--- config.mk ---
export PLATFORM = sky130hd
export DESIGN_NAME = fracn_divctl
export DESIGN_NICKNAME = d
export VERILOG_FILES = /design/src/rtl/fracn_pkg.sv /design/src/rtl/fracn_acc.sv /design/src/rtl/fracn_mash.sv /design/src/rtl/fracn_split.sv /design/src/rtl/fracn_abcnt.sv /design/src/rtl/fracn_divctl.sv
export SDC_FILE = /design/constraint.sdc
export NUM_CORES = 1
export LEC_CHECK = 0
export ABC_AREA = 1
export BUFFER_PORTS_ARGS = -buffer_cell sky130_fd_sc_hd__buf_2
export CORE_MARGIN = 4
export CORE_UTILIZATION = 50
export CTS_BUF_LIST = sky130_fd_sc_hd__clkbuf_8
export DETAILED_ROUTE_END_ITERATION = 10
export PLACE_DENSITY = 0.75
export SLEW_MARGIN = 20
export SYNTH_ARGS = -nofsm -noshare
export SYNTH_HDL_FRONTEND = slang
export SYNTH_HIERARCHICAL = 1
export SYNTH_SLANG_ARGS = --single-unit
--- constraint.sdc ---
create_clock -name clk -period 14.5 [get_ports clk]
set_clock_uncertainty 0.1 [all_clocks]
set_input_delay 0.725 -clock clk [delete_from_list [all_inputs] [get_ports clk]]
set_output_delay 0.725 -clock clk [all_outputs]
set_load 0.005 [all_outputs]
--- src/rtl/fracn_pkg.sv ---
package fracn_pkg;

  typedef enum logic {
    PS_LO = 1'b0,
    PS_HI = 1'b1
  } psel_e;

  localparam int OFS_W = 4;
  typedef logic signed [OFS_W-1:0] ofs_t;

  // third-order cascade recombination: c1 + d(c2) + d2(c3)
  function automatic ofs_t mash_sum(input logic c1, input logic c2,
                                    input logic c2d, input logic c3,
                                    input logic c3d, input logic c3dd);
    ofs_t s;
    s = ofs_t'(c1) + ofs_t'(c2) - ofs_t'(c2d)
      + ofs_t'(c3) - ofs_t'({c3d, 1'b0}) + ofs_t'(c3dd);
    return s;
  endfunction

endpackage

--- src/rtl/fracn_acc.sv ---
module fracn_acc #(
  parameter int W = 12
) (
  input  logic         clk,
  input  logic         rst_n,
  input  logic         en,
  input  logic         clr,
  input  logic [W-1:0] din,
  input  logic [W-1:0] modv,
  output logic [W-1:0] nxt,
  output logic         carry
);

  logic [W-1:0] acc_q;
  logic [W-1:0] base;
  logic [W:0]   sum;
  logic [W:0]   sum_m;

  always_comb begin
    base  = clr ? '0 : acc_q;
    sum   = {1'b0, base} + {1'b0, din};
    sum_m = sum - {1'b0, modv};
    carry = (sum >= {1'b0, modv});
    nxt   = carry ? sum_m[W-1:0] : sum[W-1:0];
  end

  always_ff @(posedge clk or negedge rst_n) begin
    if (!rst_n) begin
      acc_q <= '0;
    end else if (en) begin
      acc_q <= nxt;
    end
  end

endmodule

--- src/rtl/fracn_mash.sv ---
module fracn_mash
  import fracn_pkg::*;
#(
  parameter int F_W    = 12,
  parameter int STAGES = 3
) (
  input  logic           clk,
  input  logic           rst_n,
  input  logic           step,
  input  logic           restart,
  input  logic [F_W-1:0] frac,
  input  logic [F_W-1:0] modv,
  output ofs_t           ofs
);

  logic           zero_mode;
  logic           clr;
  logic [F_W-1:0] din [STAGES];
  logic [F_W-1:0] nxt [STAGES];
  logic           cy  [STAGES];

  logic c2d_q, c3d_q, c3dd_q;
  logic c2d_b, c3d_b, c3dd_b;
  logic c2d_d, c3d_d, c3dd_d;

  assign zero_mode = (frac == '0);
  assign clr       = restart | zero_mode;
  assign din[0]    = frac;

  for (genvar g = 0; g < STAGES; g++) begin : g_stage
    if (g > 0) begin : g_chain
      assign din[g] = nxt[g-1];
    end
    fracn_acc #(.W(F_W)) u_acc (
      .clk  (clk),
      .rst_n(rst_n),
      .en   (step),
      .clr  (clr),
      .din  (din[g]),
      .modv (modv),
      .nxt  (nxt[g]),
      .carry(cy[g])
    );
  end

  always_comb begin
    c2d_b  = clr ? 1'b0 : c2d_q;
    c3d_b  = clr ? 1'b0 : c3d_q;
    c3dd_b = clr ? 1'b0 : c3dd_q;
    c2d_d  = cy[1];
    c3d_d  = cy[2];
    c3dd_d = c3d_b;
    ofs    = zero_mode ? '0 : mash_sum(cy[0], cy[1], c2d_b, cy[2], c3d_b, c3dd_b);
  end

  always_ff @(posedge clk or negedge rst_n) begin
    if (!rst_n) begin
      c2d_q  <= 1'b0;
      c3d_q  <= 1'b0;
      c3dd_q <= 1'b0;
    end else if (step) begin
      c2d_q  <= c2d_d;
      c3d_q  <= c3d_d;
      c3dd_q <= c3dd_d;
    end
  end

endmodule

--- src/rtl/fracn_split.sv ---
module fracn_split #(
  parameter int N_W = 12,
  parameter int B_W = 9,
  parameter int A_W = 3
) (
  input  logic signed [N_W+1:0] n_val,
  input  logic                  p_hi,
  output logic [N_W-1:0]        n_ok,
  output logic [B_W-1:0]        b_out,
  output logic [A_W-1:0]        a_out,
  output logic                  err
);

  localparam logic [N_W+1:0] B_LIM = (N_W+2)'((1 << B_W) - 1);

  logic [N_W+1:0] nu;
  logic [N_W+1:0] b_full;
  logic [A_W-1:0] a_full;
  logic           neg;

  always_comb begin
    nu     = n_val;
    neg    = n_val[N_W+1];
    b_full = p_hi ? (nu >> A_W) : (nu >> (A_W - 1));
    a_full = p_hi ? nu[A_W-1:0] : {1'b0, nu[A_W-2:0]};
    err    = neg | (b_full > B_LIM) | (b_full < {{(N_W+2-A_W){1'b0}}, a_full});
    b_out  = err ? '0 : b_full[B_W-1:0];
    a_out  = err ? '0 : a_full;
    n_ok   = err ? '0 : nu[N_W-1:0];
  end

endmodule

--- src/rtl/fracn_abcnt.sv ---
module fracn_abcnt #(
  parameter int B_W = 9,
  parameter int A_W = 3
) (
  input  logic           clk,
  input  logic           rst_n,
  input  logic [B_W-1:0] b_ld,
  input  logic [A_W-1:0] a_ld,
  output logic           term,
  output logic           div_pulse,
  output logic           mod_ctl,
  output logic [B_W-1:0] b_q,
  output logic [A_W-1:0] a_q
);

  logic [B_W-1:0] idx_q, idx_d, b_d;
  logic [A_W-1:0] a_d;
  logic           idle, at_end;

  always_comb begin
    idle      = (b_q == '0);
    at_end    = (idx_q == (b_q - 1'b1));
    term      = idle | at_end;
    div_pulse = ~idle & at_end;
    mod_ctl   = ~idle & ({{(B_W-A_W){1'b0}}, a_q} > idx_q);
    if (term) begin
      idx_d = '0;
      b_d   = b_ld;
      a_d   = a_ld;
    end else begin
      idx_d = idx_q + 1'b1;
      b_d   = b_q;
      a_d   = a_q;
    end
  end

  always_ff @(posedge clk or negedge rst_n) begin
    if (!rst_n) begin
      idx_q <= '0;
      b_q   <= '0;
      a_q   <= '0;
    end else begin
      idx_q <= idx_d;
      b_q   <= b_d;
      a_q   <= a_d;
    end
  end

endmodule

--- src/rtl/fracn_divctl.sv ---
module fracn_divctl
  import fracn_pkg::*;
#(
  parameter int F_W = 12,
  parameter int B_W = 9,
  parameter int A_W = 3
) (
  input  logic                 clk,
  input  logic                 rst_n,
  input  logic                 load,
  input  logic [B_W+A_W-1:0]   int_in,
  input  logic [F_W-1:0]       frac_in,
  input  logic [F_W-1:0]       mod_in,
  input  logic                 psel_in,
  output logic                 mod_ctl,
  output logic                 div_pulse,
  output logic [B_W+A_W-1:0]   n_cur,
  output logic [B_W-1:0]       b_cur,
  output logic [A_W-1:0]       a_cur,
  output logic                 ratio_err
);

  localparam int N_W = B_W + A_W;

  // reset: asynchronous assert, synchronous release
  logic rs_meta_q, rst_sync_n;

  always_ff @(posedge clk or negedge rst_n) begin
    if (!rst_n) begin
      rs_meta_q  <= 1'b0;
      rst_sync_n <= 1'b0;
    end else begin
      rs_meta_q  <= 1'b1;
      rst_sync_n <= rs_meta_q;
    end
  end

  // shadow and active word banks
  logic [N_W-1:0] sh_int_q, sh_int_d, act_int_q, act_int_d, sel_int;
  logic [F_W-1:0] sh_frac_q, sh_frac_d, act_frac_q, act_frac_d, sel_frac;
  logic [F_W-1:0] sh_mod_q, sh_mod_d, act_mod_q, act_mod_d, sel_mod;
  psel_e          sh_p_q, sh_p_d, act_p_q, act_p_d, sel_p;
  logic           pend_q, pend_d;
  logic [N_W-1:0] n_q, n_d;
  logic           err_q, err_d;

  logic                  cnt_term;
  ofs_t                  ofs;
  logic signed [N_W+1:0] n_sum;
  logic [N_W-1:0]        n_ok;
  logic [B_W-1:0]        b_nx;
  logic [A_W-1:0]        a_nx;
  logic                  err_nx;

  always_comb begin
    pend_d    = load | (pend_q & ~cnt_term);
    sh_int_d  = load ? int_in  : sh_int_q;
    sh_frac_d = load ? frac_in : sh_frac_q;
    sh_mod_d  = load ? mod_in  : sh_mod_q;
    sh_p_d    = load ? psel_e'(psel_in) : sh_p_q;

    sel_int  = pend_q ? sh_int_q  : act_int_q;
    sel_frac = pend_q ? sh_frac_q : act_frac_q;
    sel_mod  = pend_q ? sh_mod_q  : act_mod_q;
    sel_p    = pend_q ? sh_p_q    : act_p_q;

    if (cnt_term) begin
      act_int_d  = sel_int;
      act_frac_d = sel_frac;
      act_mod_d  = sel_mod;
      act_p_d    = sel_p;
      n_d        = n_ok;
      err_d      = err_nx;
    end else begin
      act_int_d  = act_int_q;
      act_frac_d = act_frac_q;
      act_mod_d  = act_mod_q;
      act_p_d    = act_p_q;
      n_d        = n_q;
      err_d      = err_q;
    end

    n_sum = $signed({2'b00, sel_int}) + $signed({{(N_W+2-OFS_W){ofs[OFS_W-1]}}, ofs});
  end

  always_ff @(posedge clk or negedge rst_sync_n) begin
    if (!rst_sync_n) begin
      pend_q     <= 1'b0;
      sh_int_q   <= '0;
      sh_frac_q  <= '0;
      sh_mod_q   <= '0;
      sh_p_q     <= PS_LO;
      act_int_q  <= '0;
      act_frac_q <= '0;
      act_mod_q  <= '0;
      act_p_q    <= PS_LO;
      n_q        <= '0;
      err_q      <= 1'b0;
    end else begin
      pend_q     <= pend_d;
      sh_int_q   <= sh_int_d;
      sh_frac_q  <= sh_frac_d;
      sh_mod_q   <= sh_mod_d;
      sh_p_q     <= sh_p_d;
      act_int_q  <= act_int_d;
      act_frac_q <= act_frac_d;
      act_mod_q  <= act_mod_d;
      act_p_q    <= act_p_d;
      n_q        <= n_d;
      err_q      <= err_d;
    end
  end

  fracn_mash #(.F_W(F_W), .STAGES(3)) u_mash (
    .clk    (clk),
    .rst_n  (rst_sync_n),
    .step   (cnt_term),
    .restart(pend_q),
    .frac   (sel_frac),
    .modv   (sel_mod),
    .ofs    (ofs)
  );

  fracn_split #(.N_W(N_W), .B_W(B_W), .A_W(A_W)) u_split (
    .n_val(n_sum),
    .p_hi (sel_p == PS_HI),
    .n_ok (n_ok),
    .b_out(b_nx),
    .a_out(a_nx),
    .err  (err_nx)
  );

  fracn_abcnt #(.B_W(B_W), .A_W(A_W)) u_cnt (
    .clk      (clk),
    .rst_n    (rst_sync_n),
    .b_ld     (b_nx),
    .a_ld     (a_nx),
    .term     (cnt_term),
    .div_pulse(div_pulse),
    .mod_ctl  (mod_ctl),
    .b_q      (b_cur),
    .a_q      (a_cur)
  );

  assign n_cur     = n_q;
  assign ratio_err = err_q;

endmodule

# Word level (Yosys, flattened, before mapping)
# Cells that the tools add are included.
# word_totals
elab_cells	75
register_bits	150
# op_classes
n_eq_ne	1
muxes	20
n_lt_le_gt_ge	6
reduce_logical	2
add_sub_neg	14
n_bitwise	10
# ops
cell	n
$mux 12	11
$add 12x12->13	3
$ge 13x12->1	3
$sub 12x12->12	3
$mux 9	2
$add 13x4->14	1
$gt 14x9->1 const B	1
$lt 14x3->1	1
$logic_not 12->1	1
$add 9x1->9 const B	1
$eq 9x9->1	1
$gt 3x9->1	1
$logic_not 9->1	1
$sub 9x1->9 const B	1
$add 4x2->4	2
$mux 3	2
$or 1x1->1	5
$mux 1	4
$mux 4	1
$sub 4x2->4	1
$sub 4x3->4	1
$and 1x1->1	3
$add 1x1->2	1
$not 1->1	2

# Logic depth before layout (Yosys ltp)
# depth
depth_word	22
mapped_depth	101
ltp_nobuf	93

# Cells and area by module
# The synthesis kept the hierarchy.
# by_module_without_submodules
mod	seq_area_each_um2	area_per_inst_um2	cells_each	instances
fracn_divctl	2252.2	4652.0	520	1
fracn_acc at u_mash.g_stage[1].u_acc	300.3	2242.2	373	1
fracn_acc at u_mash.g_stage[0].u_acc	300.3	2228.4	376	1
fracn_acc at u_mash.g_stage[2].u_acc	300.3	2198.4	370	1
fracn_abcnt	525.5	1367.6	192	1
fracn_mash	75.1	389.1	54	1
fracn_split	0.0	387.9	85	1

# Least setup slack after synthesis
# OpenSTA, ideal clock, no wires.
# synth_path
path_type	reg2reg
start	reg pend_q
end	reg n_q[1] (netlist: n_cur[1])
t_required_ps	14283
slack_ps	2782
synth_period_minus_slack_ps	11718
arrival_ps	11501
path_stages_with_launch	93
cell_sequence	dfrtp_1 clkbuf_2 o21ai_2 nor2_1 and2_4 nand2_2 nand2_4 clkbuf_1 nor2_1 ha_1 inv_1 fa_1 inv_1 nand3_1 nand3_1 nand2_1 nand2_1 xnor2_1 [57 not listed] inv_1 fa_1 nor2_2 nor2_4 xnor2_1 o21ai_0 inv_1 ha_1 nor2_1 nand2_1 nor2_1 nand2_1 nand2_2 buf_6 nor2_1 buf_4 nand2_1 nand2_1
# synth_rtl
element	line_no	text
from (decl)	fracn_divctl.sv:43	logic pend_q, pend_d;
from (signal assigned)	fracn_divctl.sv:100	pend_q <= pend_d;
to (signal assigned)	fracn_divctl.sv:109	n_q <= n_d;
to (decl)	fracn_divctl.sv:44	logic [N_W-1:0] n_q, n_d;

==> run metrics <==
Die W 172 um; Wirelength per Cell roughly 15 um; slowest CP cell dfrtp_4; drc violations 0; detailed-router iteration count before antenna repair 6; clock latency on the worst-skew pair between 0.4 and 0.5 ns; Seq pwr share between 20 and 25%; dpl cell area about 14000 sq um; P_leak around 0.008 uW; total number of vias around 12000; DR iter-0 viols ~1200; depth of the CTS H-tree 4; min Tclk post-route ~14 ns; largest net degree at the start of global routing 100; first-pass GRT wire length 54300 um; chip height about 170 um; Sw Share approximately half; Sink Count 150; vias in the first global route 11200; Pint roughly 1000 uW; Routed met1 length 15700 um; Slew Limit Fails 0; Startpoint Class flop; fillcell total 2431; CTS tree yes; Routed Antenna Nets 0; Setup WS pre-CTS 0.603 ns; metal3 WL between 1500 and 2000 um; Combinational Power Share between 60% and 70%; actual slew at the worst max-slew pin about 0.93 ns; Finished Cell Area 14300 sq um; fmax ~74 MHz; cells after synthesis between 1500 and 2000; critical path peak fanout 19; total CTS buffers 17; Setup WS post-layout roughly 0.98 ns; pwr dens around 140 nW/um^2; Syn. warnings 6; Max-Cap Viols 0; root buffer cell clkbuf_8; row count between 50 and 60; fin crit share about 93%; crit path kind reg2reg; met2 wire length 15600 um; die area 29500 sq um; Slew headroom 38.3%; Min Hold Slack between 0.15 and 0.2 ns; maximum vdd drop about 79 uV; proportion of layout cells with a drive suffix above 1 between 10% and 20%; number of hold violations in the final report 0; total grt overflow 0; Netlist Area Pre-Place 13400 sq um; final setup vio count 0; initial antenna violation count 0; Antenna Cells 0; GRT Util Overall between 20% and 30%; core area between 20000 and 30000 sq um; Initial Util a little over 50%; DP HPWL 26500 um; CP required 14.80 ns; clock transition at the registers of the reported paths approximately 0.09 ns; DRT Wirelength ~34000 um; Avg Cell Area, Syn 6.84 sq um; highest routed layer met4; syn_nets approximately 2100; run status finished clean; Sw Pwr approximately 950 uW; number of port buffers 66; Longest Clk Path Bufs 2; CP Capture Type flop; Final Core Density a little over half; setup_tns 0 ns; P&R area growth vs syn 6.65%; hold crit path type reg2async; Final #Nets 2148; gpl congestion about 0.97; # IOs 67; Via density slightly above 5; cell mode on critical path nand2_1; Clk pwr share between 10% and 20%; arrival time at the worst endpoint 13.81 ns; Critical Path Max Stage Delay 0.57 ns
registers in the layout (all words and copies together) (netlist names), 3 cells and up:
register / cells
act_frac_q: 12
act_int_q: 12
act_mod_q: 12
n_cur: 12
sh_frac_q: 12
sh_int_q: 12
sh_mod_q: 12
u_cnt/a_q: 3
u_cnt/b_q: 9
u_cnt/idx_q: 9
u_mash/g_stage.u_acc/acc_q: 36
through the flow:
stage | instances | total power (uW)
3_5_place_dp | 2313 | 1620
2_1_floorplan | 1958 | 1430
5_1_grt | 2349 | 2130
6_report | 2349 | 1960
3_3_place_gp | 2313 | 1620
4_1_cts | 2346 | 1940
per-layer routing:
| metal | GRT usage [%] | up-vias |
|---|---|---|
| met4 | 8.37 | 0 |
| met3 | 3.31 | 69 |
| met5 | 0 | - |
| li1 | - | 6142 |
| met2 | 37.6 | 392 |
| met1 | 30.8 | 5594 |
final cells by class:
type	count	area (sq um)	share of cell area (%)
clock buffers	19	262	1.83
clock inverters	13	109	0.762
repair buffers	72	389	2.72
well taps	335	419	2.93
flip-flops and latches	150	3760	26.3
multi-input cells	1394	7970	55.8
inverters	366	1370	9.62
path summary, 6_finish.rpt:
check / start / endpoint / slack, ns / cells after the start
setup / recovery: pend_q / n_cur[1] / 0.98 / 91
hold reg to reg: rst_sync_n / sh_int_q[6] / 0.15 / 0
setup reg to reg: pend_q / n_cur[1] / 0.98 / 91
max in group asynchronous: rst_sync_n / pend_q / 12.26 / 2
min in group clk: rs_meta_q / rst_sync_n / 0.31 / 0
hold / removal: rst_sync_n / sh_int_q[6] / 0.15 / 0
worst max-delay path, delay by kind of cell (launching register included):
| family | cells | cell delay (ns) |
|---|---|---|
| AOI/OAI and AO/OA | 4 | 0.72 |
| xor gates and xnor gates | 4 | 0.65 |
| adders and majority gates | 13 | 4.38 |
| buffers and inverters | 16 | 1.35 |
| DFF | 1 | 0.57 |
| and+or+nand+nor | 54 | 5.62 |
cell usage in the layout (no fill, tap or decap), types with 4 or more instances in the layout:
| cell type | n |
|---|---|
| nor2_1 | 166 |
| and2_1 | 22 |
| ha_1 | 97 |
| a21oi_1 | 43 |
| nand2_2 | 42 |
| xor2_1 | 39 |
| inv_1 | 359 |
| nor2_2 | 15 |
| o21ai_2 | 37 |
| nand2_4 | 9 |
| fa_1 | 9 |
| and2_4 | 4 |
| mux2_2 | 35 |
| inv_2 | 8 |
| clkbuf_8 | 19 |
| dfrtp_1 | 148 |
| nand3_1 | 159 |
| nor2_4 | 4 |
| o21ai_0 | 47 |
| nand2_1 | 559 |
| o21bai_1 | 11 |
| buf_2 | 66 |
| nand3_2 | 8 |
| xnor2_1 | 22 |
| o21ai_1 | 11 |
| clkinvlp_4 | 4 |
| nand4_1 | 28 |
power groups by stage:
stage | combinational (uW) | clock, uW | sequential, uW
after floorplan | 983 | 0 | 446
after global placement | 1170 | 0 | 444
after detailed placement | 1180 | 0 | 444
after CTS | 1190 | 311 | 436
after global routing | 1360 | 328 | 437
final | 1220 | 305 | 436
timing repair:
action	CTS	global route
resized for setup	0	15
hold buffers	1	0
buffers inserted	0	1
endpoints found under the hold margin	2	0
setup endpoints to repair	0	25
(Power assumes the default switching activity.)
